### src/rtl/page_xlate.sv
module page_xlate #(
  parameter int PAGE_BITS   = 4,
  parameter int FRAME_BITS  = 3,
  parameter int OFFSET_BITS = 12
) (
  input  logic                              clk,
  input  logic                              rst_n,
  input  logic                              req_valid,
  input  logic [PAGE_BITS+OFFSET_BITS-1:0]  req_vaddr,
  input  logic                              req_write,
  input  logic                              tbl_we,
  input  logic [PAGE_BITS-1:0]              tbl_idx,
  input  logic [FRAME_BITS-1:0]             tbl_frame,
  input  logic                              tbl_resident,
  output logic                              rsp_valid,
  output logic [FRAME_BITS+OFFSET_BITS-1:0] rsp_paddr,
  output logic                              rsp_fault,
  output logic                              rsp_dirty
);
  localparam int VA_W  = PAGE_BITS + OFFSET_BITS;
  localparam int PA_W  = FRAME_BITS + OFFSET_BITS;
  localparam int PAGES = 1 << PAGE_BITS;

  logic [FRAME_BITS-1:0] frame_q [PAGES];
  logic [PAGES-1:0]      res_q;
  logic [PAGES-1:0]      dirty_q;

  logic [PAGE_BITS-1:0]   page;
  logic [OFFSET_BITS-1:0] offset;
  logic                   hit;

  assign page   = req_vaddr[VA_W-1:OFFSET_BITS];
  assign offset = req_vaddr[OFFSET_BITS-1:0];
  assign hit    = req_valid && res_q[page];

  always_ff @(posedge clk or negedge rst_n) begin
    if (!rst_n) begin
      res_q   <= '0;
      dirty_q <= '0;
      for (int i = 0; i < PAGES; i++) frame_q[i] <= '0;
    end else begin
      for (int i = 0; i < PAGES; i++) begin
        if (tbl_we && tbl_idx == PAGE_BITS'(i)) begin
          frame_q[i] <= tbl_frame;
          res_q[i]   <= tbl_resident;
          dirty_q[i] <= 1'b0;
        end else if (hit && req_write && page == PAGE_BITS'(i)) begin
          dirty_q[i] <= 1'b1;
        end
      end
    end
  end

  always_ff @(posedge clk or negedge rst_n) begin
    if (!rst_n) begin
      rsp_valid <= 1'b0;
      rsp_fault <= 1'b0;
      rsp_dirty <= 1'b0;
      rsp_paddr <= '0;
    end else begin
      rsp_valid <= req_valid;
      rsp_fault <= req_valid && !res_q[page];
      rsp_dirty <= hit && dirty_q[page];
      rsp_paddr <= hit ? {frame_q[page], offset} : PA_W'(0);
    end
  end
endmodule


### config.mk
export PLATFORM = sky130hd
export DESIGN_NAME = page_xlate
export DESIGN_NICKNAME = d
export VERILOG_FILES = /design/src/rtl/page_xlate.sv
export SDC_FILE = /design/constraint.sdc
export NUM_CORES = 1
export LEC_CHECK = 0
export ABC_AREA = 1
export CAP_MARGIN = 20
export CELL_PAD_IN_SITES_DETAIL_PLACEMENT = 0
export CELL_PAD_IN_SITES_GLOBAL_PLACEMENT = 1
export CORE_MARGIN = 4
export CORE_UTILIZATION = 35
export CTS_CLUSTER_DIAMETER = 80
export CTS_CLUSTER_SIZE = 12
export DETAILED_ROUTE_END_ITERATION = 7
export MAX_ROUTING_LAYER = met4
export PLACE_DENSITY = 0.8
export SYNTH_ARGS = -nofsm -noshare
export SYNTH_HDL_FRONTEND = slang
export SYNTH_SLANG_ARGS = --single-unit
### constraint.sdc
create_clock -name clk -period 1.4 [get_ports clk]
set_clock_uncertainty 0.1 [all_clocks]
set_input_delay 0.42 -clock clk [delete_from_list [all_inputs] [get_ports clk]]
set_output_delay 0.42 -clock clk [all_outputs]
set_load 0.005 [all_outputs]
==> run metrics <==
run status=finished, violations left; failing checks=negative setup slack; Clock Latency Late Sink=340 ps; Vias=3856; Critical Path Start Type=flip-flop; Pre-antenna DRT Iters=5; Syn Area/Cell=8.66 µm²; CTS tree=done; CTS Buf Count=9; Hold Path Sink=res_q[2]; Max IR drop VDD=0.643 mV; initial antenna violation count=0; DP HPWL=8.62 mm; asr flop ratio synth=100%; unique cell type count in the Yosys netlist=21; r2r endpoint=rsp_paddr[12]; hold path cells=2; CTS Buffer Depth=2; ratio of cells with drive above 1 in the final layout=29.4%; via density per instance=4.98; net count after synthesis=531; # fillers=1113; Cell Area, Placed=5380 µm²; initial drt markers=333; Fmax=678 MHz; GRT Resource Usage Total=18.8%; cells after synthesis=502; Die X-Extent=119 µm; unrepaired setup endpoints after global routing=yes; ys flop type=dfrtp_1; Slew headroom=66.7%; Post-Syn Area=4350 µm²; Reg area=2450 µm²; clk slew on worst S/H paths=60 ps; hold_ws=386 ps; # diodes=0; Core Util, Final=50.2%; final worst-path cycle share=105%; Data required, critical path=1530 ps; power density cells=1320 nW/µm²; Hold Path Class=reg -> reg; sequential share of the synthesized area=56.4%; HP Start=res_q[2]; CTS sink count=98; PnR Total Power=8000 µW; number of synthesized register bits=98; CP max FO=8; Starting Density=36.0%; post-route setup slack=-74.8 ps; most frequent cells in the layout=98 x dfrtp_1, 77 x nand2_1, 50 x nor2_1; leakage power=0.00281 µW; min Tclk post-route=1470 ps; Slew @ Worst Pin=499 ps; setup TNS=-1270 ps; final-report setup violation count=27; r2r setup slk=-70 ps; H-tree levels=3; Cell Rows=40; CTS Root Cell=clkbuf_16; Post-synth EDFFs=0; Reg-to-Reg Start=res_q[11]; nets=631; Post-route DRC=0; CP arrival=1610 ps; die area=14300 µm²; WL/cell=16.2 µm; Setup CP Type=reg -> reg; area of the multi-input gates=1790 µm²; Synth-to-Final Area Change=39.3%; pin count of the biggest net entering global routing=31; post-route ant nets=0; vias in the first global route=3850; first-pass GRT wire length=20.5 mm; Die H=119 µm; worst reg2reg path depth=11; Final Max Tran Viols=0; CP Capture Type=flip-flop; Yosys warnings=0; Core Region=12100 µm²; number of I/O pins=47; IO Port Bufs=46; routability cong.=0.844; maxcap violations=0; final instance area=6050 µm²; final hold viol count=0; commonest non-fill, non-tap cell in the layout=dfrtp_1; final WL=12.5 mm; GRT overflow=0
worst max path at each step:
stage | start | endpoint | slack [ps] | depth (start not counted)
after CTS | res_q[11] | rsp_paddr[0] | -100 | 11
after global routing | res_q[6] | rsp_paddr[12] | -170 | 11
final | res_q[11] | rsp_paddr[12] | -70 | 11
after detailed placement | req_vaddr[12] | rsp_paddr[13] | -910 | 10
after global placement | req_vaddr[12] | rsp_paddr[13] | -940 | 10
after floorplan | req_vaddr[12] | dirty_q[5] | -60 | 12
state kept, by name, summed over array words and instances (netlist names):
name / cells
res_q: 16
frame_q: 48
dirty_q: 16
rsp_valid: 1
rsp_fault: 1
rsp_dirty: 1
rsp_paddr: 15
final cells by class:
| type | count | area share [%] |
|---|---|---|
| Sequential cell | 98 | 40.5 |
| Timing Repair Buffer | 108 | 16.8 |
| Clock buffer | 10 | 3.78 |
| Tap cell | 168 | 3.47 |
| Inverter | 63 | 4.11 |
| Multi-Input combinational cell | 322 | 29.6 |
| Clock inverter | 5 | 1.72 |
per-stage QoR:
step	std cells	setup slack (ps)
floorplan	502	-57.3
global placement	743	-943
detailed placement	743	-912
CTS	772	-104
global route	774	-173
finish	774	-74.8
logic make-up after synthesis:
| kind of cell | after synthesis | share of synthesized area [%] |
|---|---|---|
| compound gates | 128 | 15.7 |
| buf+inv | 83 | 8.61 |
| flops | 98 | 56.4 |
| simple gates | 193 | 19.3 |
power by group:
part | total [µW] | switching (µW) | internal, µW
Combinational | 1540 | 818 | 719
Clock | 2770 | 1030 | 1740
Sequential | 3690 | 313 | 3380
per-layer routing:
metal	wire length, µm	vias up	part of all wire, %	track usage (%)
li1	-	1854	-	-
met1	5860	1902	47	26.1
met2	5940	92	47	28.5
met3	624	8	5.0	4.70
met4	97	0	0.78	3.72
met5	0	-	0	-
timing repair:
action,4_1_cts,5_1_grt
gates cloned,4,0
buffers inserted,9,2
resized for setup,181,19
setup endpoints to repair,115,74
hold buffers,1,0
pin swaps,26,10
endpoints found under the hold margin,17,0
critical path: stages, from the launching register on:
cell and delay [ps]:
dfrtp_1 390, nand2_2 60, nand2_1 50, nand2_2 40, nand2_1 50, nand2_1 70, nand2_1 70, inv_2 90
nand2_8 100, buf_12 160, nand2_8 120, nor2_1 50
synth_stat cells (3+ instances only):
library cell / count / area share, %
dfrtp_1: 98 / 56
nand2_1: 86 / 7.4
nor2_1: 67 / 5.8
inv_1: 60 / 5.2
o21ai_0: 56 / 6.4
a21oi_1: 40 / 4.6
o22ai_1: 32 / 4.6
nand4_1: 20 / 2.9
nor2_2: 13 / 1.9
buf_2: 8 / 0.92
clkbuf_1: 6 / 0.52
buf_6: 3 / 0.78
inv_2: 3 / 0.26
Power figures use the tool's default switching activity.
